### src/rtl/nvs_pkg.sv
// Shared opcodes and controller state encoding for the SPI nonvolatile
// SRAM command controller. Assumes 8-bit opcodes, MSB first.
package nvs_pkg;
    localparam logic [7:0] OP_WRITE   = 8'h02;
    localparam logic [7:0] OP_WREN    = 8'h06;
    localparam logic [7:0] OP_RDSTAT  = 8'h05;
    localparam logic [7:0] OP_SAVE    = 8'h3C;
    localparam logic [7:0] OP_RESTORE = 8'h60;
    localparam logic [7:0] OP_AS_ON   = 8'h59;
    localparam logic [7:0] OP_AS_OFF  = 8'h19;

    typedef enum logic [2:0] {
        ST_IDLE,    // chip select high or opcode not yet complete
        ST_ADDR_HI, // expecting address bits 15..8
        ST_ADDR_LO, // expecting address bits 7..0
        ST_DATA,    // streaming burst data
        ST_STATUS,  // shifting out status
        ST_SINGLE,  // one-byte command waiting for chip select rise
        ST_DROP     // transaction ignored until chip select rises
    } ctrl_state_t;
endpackage

### src/rtl/nvs_spi_rx.sv
// SPI mode-0 receiver in the system clock domain. Synchronises CS, SCK
// and SI with two flops each, detects edges and assembles bytes MSB
// first. Assumes SCK runs slower than a quarter of the system clock.
module nvs_spi_rx #(
    parameter int DATA_W = 8
) (
    input  logic              clk,
    input  logic              rst_n,
    input  logic              cs_n,
    input  logic              sck,
    input  logic              si,
    output logic              cs_start,
    output logic              cs_end,
    output logic              sck_rise,
    output logic              byte_done,
    output logic [DATA_W-1:0] byte_val
);
    localparam int CNT_W = $clog2(DATA_W);

    logic              cs_m, cs_s, cs_p;
    logic              sck_m, sck_s, sck_p;
    logic              si_m, si_s;
    logic [DATA_W-2:0] shreg;
    logic [CNT_W-1:0]  bit_cnt;

    // Purpose: two-flop synchronisers plus previous-value flops for edges.
    always_ff @(posedge clk) begin
        if (!rst_n) begin
            {cs_m, cs_s, cs_p}    <= 3'b111;
            {sck_m, sck_s, sck_p} <= 3'b000;
            {si_m, si_s}          <= 2'b00;
        end else begin
            {cs_m, cs_s, cs_p}    <= {cs_n, cs_m, cs_s};
            {sck_m, sck_s, sck_p} <= {sck, sck_m, sck_s};
            {si_m, si_s}          <= {si, si_m};
        end
    end

    assign cs_start  = cs_p & ~cs_s;
    assign cs_end    = ~cs_p & cs_s;
    assign sck_rise  = sck_s & ~sck_p & ~cs_s;
    assign byte_done = sck_rise && (bit_cnt == CNT_W'(DATA_W - 1));
    assign byte_val  = {shreg, si_s};

    // Purpose: shift register and bit counter, restarted at each CS fall.
    always_ff @(posedge clk) begin
        if (!rst_n || cs_start) begin
            shreg   <= '0;
            bit_cnt <= '0;
        end else if (sck_rise) begin
            shreg   <= byte_val[DATA_W-2:0];
            bit_cnt <= bit_cnt + 1'b1;
        end
    end
endmodule

### src/rtl/nvs_backend.sv
// Abstract nonvolatile backend: a fixed-latency responder that holds
// busy for BUSY_CYCLES clocks after each start pulse.
module nvs_backend #(
    parameter int BUSY_CYCLES = 200
) (
    input  logic clk,
    input  logic rst_n,
    input  logic start,
    output logic busy
);
    localparam int CW = $clog2(BUSY_CYCLES + 1);

    logic [CW-1:0] remain;

    // Purpose: load the countdown on start, otherwise count to zero.
    always_ff @(posedge clk) begin
        if (!rst_n)
            remain <= '0;
        else if (start)
            remain <= CW'(BUSY_CYCLES);
        else if (remain != '0)
            remain <= remain - 1'b1;
    end

    assign busy = (remain != '0);


    start_busy_chk: assert property (@(posedge clk) disable iff (!rst_n)
        start |=> busy);

    idle_stays_chk: assert property (@(posedge clk) disable iff (!rst_n)
        (!busy && !start) |=> !busy);
endmodule

### src/rtl/nvs_cmd_ctrl.sv
// Command decoder: handles burst writes, the write-enable latch, the
// four special commands and status reads. Assumes the receiver's
// strobes are single-cycle and that busy comes from the backend.
module nvs_cmd_ctrl #(
    parameter int ADDR_W = 15,
    parameter int DATA_W = 8
) (
    input  logic              clk,
    input  logic              rst_n,
    input  logic              cs_start,
    input  logic              cs_end,
    input  logic              sck_rise,
    input  logic              byte_done,
    input  logic [DATA_W-1:0] byte_val,
    input  logic              busy,
    output logic              mem_we,
    output logic [ADDR_W-1:0] mem_addr,
    output logic [DATA_W-1:0] mem_wdata,
    output logic              save_req,
    output logic              restore_req,
    output logic              nv_start,
    output logic              autosave_on,
    output logic              so,
    output logic              so_oe
);
    import nvs_pkg::*;

    ctrl_state_t       state;
    logic [7:0]        opc;
    logic [ADDR_W-1:0] addr;
    logic              wel;
    logic [DATA_W-1:0] sh_out;

    assign so_oe = (state == ST_STATUS);
    assign so    = sh_out[DATA_W-1];

    // Purpose: transaction state, address tracking and SRAM write strobes.
    always_ff @(posedge clk) begin
        if (!rst_n) begin
            state     <= ST_IDLE;
            opc       <= '0;
            addr      <= '0;
            mem_we    <= 1'b0;
            mem_addr  <= '0;
            mem_wdata <= '0;
        end else begin
            mem_we <= 1'b0;
            if (cs_start || cs_end) begin
                state <= ST_IDLE;
            end else if (byte_done) begin
                case (state)
                    ST_IDLE: begin
                        opc <= byte_val;
                        if (byte_val == OP_RDSTAT)
                            state <= ST_STATUS;
                        else if (byte_val == OP_WRITE)
                            state <= (wel && !busy) ? ST_ADDR_HI : ST_DROP;
                        else
                            state <= ST_SINGLE;
                    end
                    ST_ADDR_HI: begin
                        addr[ADDR_W-1:8] <= byte_val[ADDR_W-9:0];
                        state            <= ST_ADDR_LO;
                    end
                    ST_ADDR_LO: begin
                        addr[7:0] <= byte_val;
                        state     <= ST_DATA;
                    end
                    ST_DATA: begin
                        mem_we    <= 1'b1;
                        mem_addr  <= addr;
                        mem_wdata <= byte_val;
                        addr      <= addr + 1'b1;
                    end
                    ST_SINGLE: state <= ST_DROP;
                    default:   state <= state;
                endcase
            end
        end
    end

    // Purpose: write-enable latch, special commands and backend requests.
    always_ff @(posedge clk) begin
        if (!rst_n) begin
            wel         <= 1'b0;
            autosave_on <= 1'b0;
            save_req    <= 1'b0;
            restore_req <= 1'b0;
            nv_start    <= 1'b0;
        end else begin
            save_req    <= 1'b0;
            restore_req <= 1'b0;
            nv_start    <= 1'b0;
            if (cs_end) begin
                if (state == ST_ADDR_HI || state == ST_ADDR_LO || state == ST_DATA)
                    wel <= 1'b0;
                else if (state == ST_SINGLE && !busy) begin
                    if (opc == OP_WREN)
                        wel <= 1'b1;
                    else if (wel && (opc == OP_SAVE || opc == OP_RESTORE ||
                                     opc == OP_AS_ON || opc == OP_AS_OFF)) begin
                        wel         <= 1'b0;
                        nv_start    <= 1'b1;
                        save_req    <= (opc == OP_SAVE);
                        restore_req <= (opc == OP_RESTORE);
                        if (opc == OP_AS_ON)  autosave_on <= 1'b1;
                        if (opc == OP_AS_OFF) autosave_on <= 1'b0;
                    end
                end
            end
        end
    end

    // Purpose: status shift-out register, loaded after the read opcode.
    always_ff @(posedge clk) begin
        if (!rst_n)
            sh_out <= '0;
        else if (byte_done && state == ST_IDLE && byte_val == OP_RDSTAT)
            sh_out <= DATA_W'({autosave_on, wel, busy});
        else if (sck_rise && state == ST_STATUS)
            sh_out <= {sh_out[DATA_W-2:0], 1'b0};
    end


    write_gated_chk: assert property (@(posedge clk) disable iff (!rst_n)
        mem_we |-> wel);

    req_onehot_chk: assert property (@(posedge clk) disable iff (!rst_n)
        $onehot0({save_req, restore_req}));

    req_clears_wel_chk: assert property (@(posedge clk) disable iff (!rst_n)
        (save_req || restore_req) |-> !wel);

    so_quiet_write_chk: assert property (@(posedge clk) disable iff (!rst_n)
        mem_we |-> !so_oe);

    start_when_idle_chk: assert property (@(posedge clk) disable iff (!rst_n)
        nv_start |-> $past(!busy));
endmodule

### src/rtl/nvsram_spi_ctrl.sv
// Top level: SPI receiver, command decoder and backend busy model.
// Assumes an external 32K x 8 SRAM that accepts one write per strobe.
module nvsram_spi_ctrl #(
    parameter int ADDR_W      = 15,
    parameter int DATA_W      = 8,
    parameter int BUSY_CYCLES = 200
) (
    input  logic              clk,
    input  logic              rst_n,
    input  logic              spi_cs_n,
    input  logic              spi_sck,
    input  logic              spi_si,
    output logic              spi_so,
    output logic              spi_so_oe,
    output logic              mem_we,
    output logic [ADDR_W-1:0] mem_addr,
    output logic [DATA_W-1:0] mem_wdata,
    output logic              save_req,
    output logic              restore_req,
    output logic              autosave_on,
    output logic              busy
);
    logic              cs_start, cs_end, sck_rise, byte_done, nv_start;
    logic [DATA_W-1:0] byte_val;

    nvs_spi_rx #(.DATA_W(DATA_W)) u_rx (
        .clk(clk), .rst_n(rst_n), .cs_n(spi_cs_n), .sck(spi_sck), .si(spi_si),
        .cs_start(cs_start), .cs_end(cs_end), .sck_rise(sck_rise),
        .byte_done(byte_done), .byte_val(byte_val)
    );

    nvs_cmd_ctrl #(.ADDR_W(ADDR_W), .DATA_W(DATA_W)) u_ctrl (
        .clk(clk), .rst_n(rst_n), .cs_start(cs_start), .cs_end(cs_end),
        .sck_rise(sck_rise), .byte_done(byte_done), .byte_val(byte_val),
        .busy(busy), .mem_we(mem_we), .mem_addr(mem_addr),
        .mem_wdata(mem_wdata), .save_req(save_req), .restore_req(restore_req),
        .nv_start(nv_start), .autosave_on(autosave_on),
        .so(spi_so), .so_oe(spi_so_oe)
    );

    nvs_backend #(.BUSY_CYCLES(BUSY_CYCLES)) u_nv (
        .clk(clk), .rst_n(rst_n), .start(nv_start), .busy(busy)
    );
endmodule

### config.mk
export PLATFORM = sky130hd
export DESIGN_NAME = nvsram_spi_ctrl
export DESIGN_NICKNAME = d
export VERILOG_FILES = /design/src/rtl/nvs_pkg.sv /design/src/rtl/nvs_spi_rx.sv /design/src/rtl/nvs_backend.sv /design/src/rtl/nvs_cmd_ctrl.sv /design/src/rtl/nvsram_spi_ctrl.sv
export SDC_FILE = /design/constraint.sdc
export NUM_CORES = 1
export LEC_CHECK = 0
export ABC_AREA = 1
export BUFFER_PORTS_ARGS = -buffer_cell sky130_fd_sc_hd__buf_2
export CELL_PAD_IN_SITES_DETAIL_PLACEMENT = 2
export CELL_PAD_IN_SITES_GLOBAL_PLACEMENT = 2
export CORE_MARGIN = 1.5
export CORE_UTILIZATION = 33
export CTS_CLUSTER_DIAMETER = 40
export DETAILED_ROUTE_END_ITERATION = 10
export GPL_TIMING_DRIVEN = 0
export PLACE_DENSITY = 0.75
export SYNTH_ARGS = -nofsm -noshare
export SYNTH_HDL_FRONTEND = slang
export SYNTH_SLANG_ARGS = --single-unit
### constraint.sdc
create_clock -name clk -period 2.3 [get_ports clk]
set_clock_uncertainty 0.2 [all_clocks]
set_input_delay 0.575 -clock clk [delete_from_list [all_inputs] [get_ports clk]]
set_output_delay 0.575 -clock clk [all_outputs]
set_load 0.01 [all_outputs]
==> flow_metrics.env <==
export IMPL_status="finished clean"
export IMPL_cts_tree="built"
export IMPL_ir_worst_vdd_mv=0.383
export IMPL_grt_pass1_wl_mm=21.3
export IMPL_yosys_warnings=0
export IMPL_ant_nets=0
export IMPL_cts_max_path_buffers=2
export IMPL_drt_iter0_drc=146
export IMPL_cp_data_required_time_ns=1.52
export IMPL_synth_edf_count=0
export IMPL_drive_above_1_share=0.133
export IMPL_synth_top_cell_area_share=0.440
export IMPL_area_growth_synth_to_final_pct=16.1
export IMPL_slew_headroom=0.551
export IMPL_drc=0
export IMPL_finalWeightedCongestion=0.790
export IMPL_setup_slack_ns=0.104
export IMPL_wire_per_inst_um=16.1
export IMPL_synth_nets=594
export IMPL_setup_viol=0
export IMPL_arrival_ns=1.42
export IMPL_track_usage=0.211
export IMPL_path_cells="inv_1, ha_1, nand2_1, nor2_4, nand2_4, buf_2"
export IMPL_r2r_cells=8
export IMPL_min_path_type="primary input to flop"
export IMPL_grt_antenna_before_repair=0
export IMPL_hold_viol_final=0
export IMPL_die_y_um=114
export IMPL_synth_area_per_cell_um2=6.94
export IMPL_vias_per_cell=5.00
export IMPL_num_vias=3898
export IMPL_yosysMostFrequentCell="nand2_1"
export IMPL_dp_slack_ns=0.185
export IMPL_rsz0062_at_grt="false"
export IMPL_syn_area_um2=4050
export IMPL_setup_tns_ns=0
export IMPL_finalMaxSlewViolations=0
export IMPL_dr_pass1_iters=4
export IMPL_max_slew_worst_pin_slew_ns=0.674
export IMPL_fin_crit_sh=0.955
export IMPL_leakagePower_nw=2.14
export IMPL_cp_top_family="simple AND/OR/NAND/NOR gates"
export IMPL_synth_top_cells_by_count="nand2_1 (170), dfxtp_1 (89), a21oi_1 (74)"
export IMPL_synthArstFlopShare=0
export IMPL_dpl_hpwl_mm=9.62
export IMPL_hold_buffers=0
export IMPL_ys_seq_elements=89
export IMPL_cts_buffers=9
export IMPL_startpoint_type="flop"
export IMPL_grt_overflow=0
export IMPL_fin_crit_ns=2.20
export IMPL_p_per_area_nw_per_um2=765
export IMPL_crit_path_max_incr_delay_ns=0.31
export IMPL_synthTopCellsByArea="dfxtp_1 (44%), nand2_1 (16%), a21oi_1 (9.2%)"
export IMPL_cpMaxStageDelayCell="dfxtp_1"
export IMPL_start_util=0.338
export IMPL_postSynthCellCount=583
export IMPL_path_depth=6
export IMPL_ys_flop_type="dfxtp_1"
export IMPL_port_buffer_count=34
export IMPL_cp_buffers_inverters=2
export IMPL_cp_end_kind="primary output"
export IMPL_ys_seq_area_frac=0.440
export IMPL_worstSetupPathType="flop to primary output"
export IMPL_yosysTopAreaCell="dfxtp_1"
export IMPL_finalWirelength_mm=12.5
export IMPL_fmax_ghz=0.455
export IMPL_clk_pin_slew_ns=0.06
export IMPL_clk_latency_ns=0.35
export IMPL_cts_sinks=89
export IMPL_io_pins=35
export IMPL_n_antenna_cell=0
export IMPL_die_area_um2=12900
export IMPL_rows=40
export IMPL_die_x_um=114
export IMPL_cts_root_buf="clkbuf_16"
export IMPL_grt_pass1_vias=4217
export IMPL_final_net_count=640
export IMPL_path_max_fanout=8
export IMPL_min_path_cells=3
export IMPL_max_cap_violations=0
export IMPL_h_tree_depth=3
export IMPL_core_area_um2=12000
export IMPL_grt_max_degree=14
export IMPL_ys_types=34
-- registers in the layout (all words and copies together), names as in the netlist, 3 cells and up --
register and count:
u_ctrl.addr 15, u_ctrl.mem_addr 15, u_ctrl.mem_wdata 8, u_ctrl.opc 8, u_ctrl.sh_out 8, u_nv.remain 8, u_rx.shreg 7, u_ctrl.state 3
u_rx.bit_cnt 3
-- cell families (layout without fill, tap and decap cells) --
logic type,count (synthesis),count (layout),synth area share
AND/OR/NAND/NOR,287,287,0.306
AO/OA/AOI/OAI,111,111,0.139
flip-flops,89,89,0.440
buffers and inverters,86,135,0.0869
adder cells (fa/ha/maj),6,6,0.0186
XOR/XNOR,4,4,0.00866
-- final timing paths --
path | from | end | slack [ns]
max | u_nv.remain[0]$_SDFFE_PP0P_ | busy | 0.10
max reg2reg | u_rx.bit_cnt[0]$_SDFFE_PP0P_ | u_ctrl.addr[9]$_SDFFE_PN0P_ | 0.15
min | spi_sck | u_rx.sck_m$_SDFF_PN0_ | 0.21
min reg2reg | u_rx.cs_m$_SDFF_PN1_ | u_rx.cs_s$_SDFF_PN1_ | 0.23
-- metrics by stage --
stage / cell area [um2] / hold slack [ns] / total power (W) / utilization / instances
floorplan: 4050 / 0.190 / 0.00200 / - / 583
finish: 4700 / 0.212 / 0.00359 / 0.393 / 779
CTS: 4690 / 0.200 / 0.00364 / 0.392 / 779
global route: 4700 / 0.230 / 0.00379 / 0.393 / 779
detailed placement: 4400 / 0.209 / 0.00214 / 0.368 / 764
global placement: 4400 / 0.196 / 0.00210 / 0.368 / 764
-- area by class of cell --
type	count	area, um2
inverter	72	272
tap	147	184
clock inverter	3	43.8
buffer	14	80.1
sequential	89	1780
fill	1450	7260
clock buffer	11	233
multi-input combinational	408	1930
timing repair buffer	35	178
-- worst min-delay path, cell delays in order --
cell	delay [ns]
buf_2	0.08
nand2_1	0.04
inv_1	0.04
-- layer usage --
layer,global-route usage,part of all wire,vias to the layer above
met3,0.0340,0.025,14
li1,-,-,1953
met4,0.0792,0.015,0
met5,0,0,-
met1,0.272,0.47,1888
met2,0.357,0.49,43
-- power by group --
group	internal, W	total, W	switching (W)
Clock	0.000831	0.00143	0.000600
Combinational	0.000169	0.000507	0.000338
Sequential	0.00161	0.00166	0.0000472
-- timing repair --
action,in CTS,in global routing
endpoints found under the hold margin,0,0
buffers inserted,1,0
pin swaps,1,0
endpoints found under the setup margin,1,1
resized for setup,2,2
-- layout by cell type (no fill, tap or decap), types with 4 or more instances in the layout --
| cell | n |
|---|---|
| nor2_2 | 4 |
| inv_2 | 10 |
| nand3_1 | 28 |
| buf_2 | 38 |
| nand2_1 | 169 |
| dfxtp_1 | 89 |
| nand4_1 | 7 |
| o21ai_1 | 6 |
| ha_1 | 6 |
| nor2_1 | 60 |
| inv_1 | 61 |
| clkbuf_16 | 9 |
| a21oi_1 | 74 |
| o21ai_0 | 27 |
| clkbuf_1 | 7 |
Note: power is estimated with default switching activity, not from simulation.
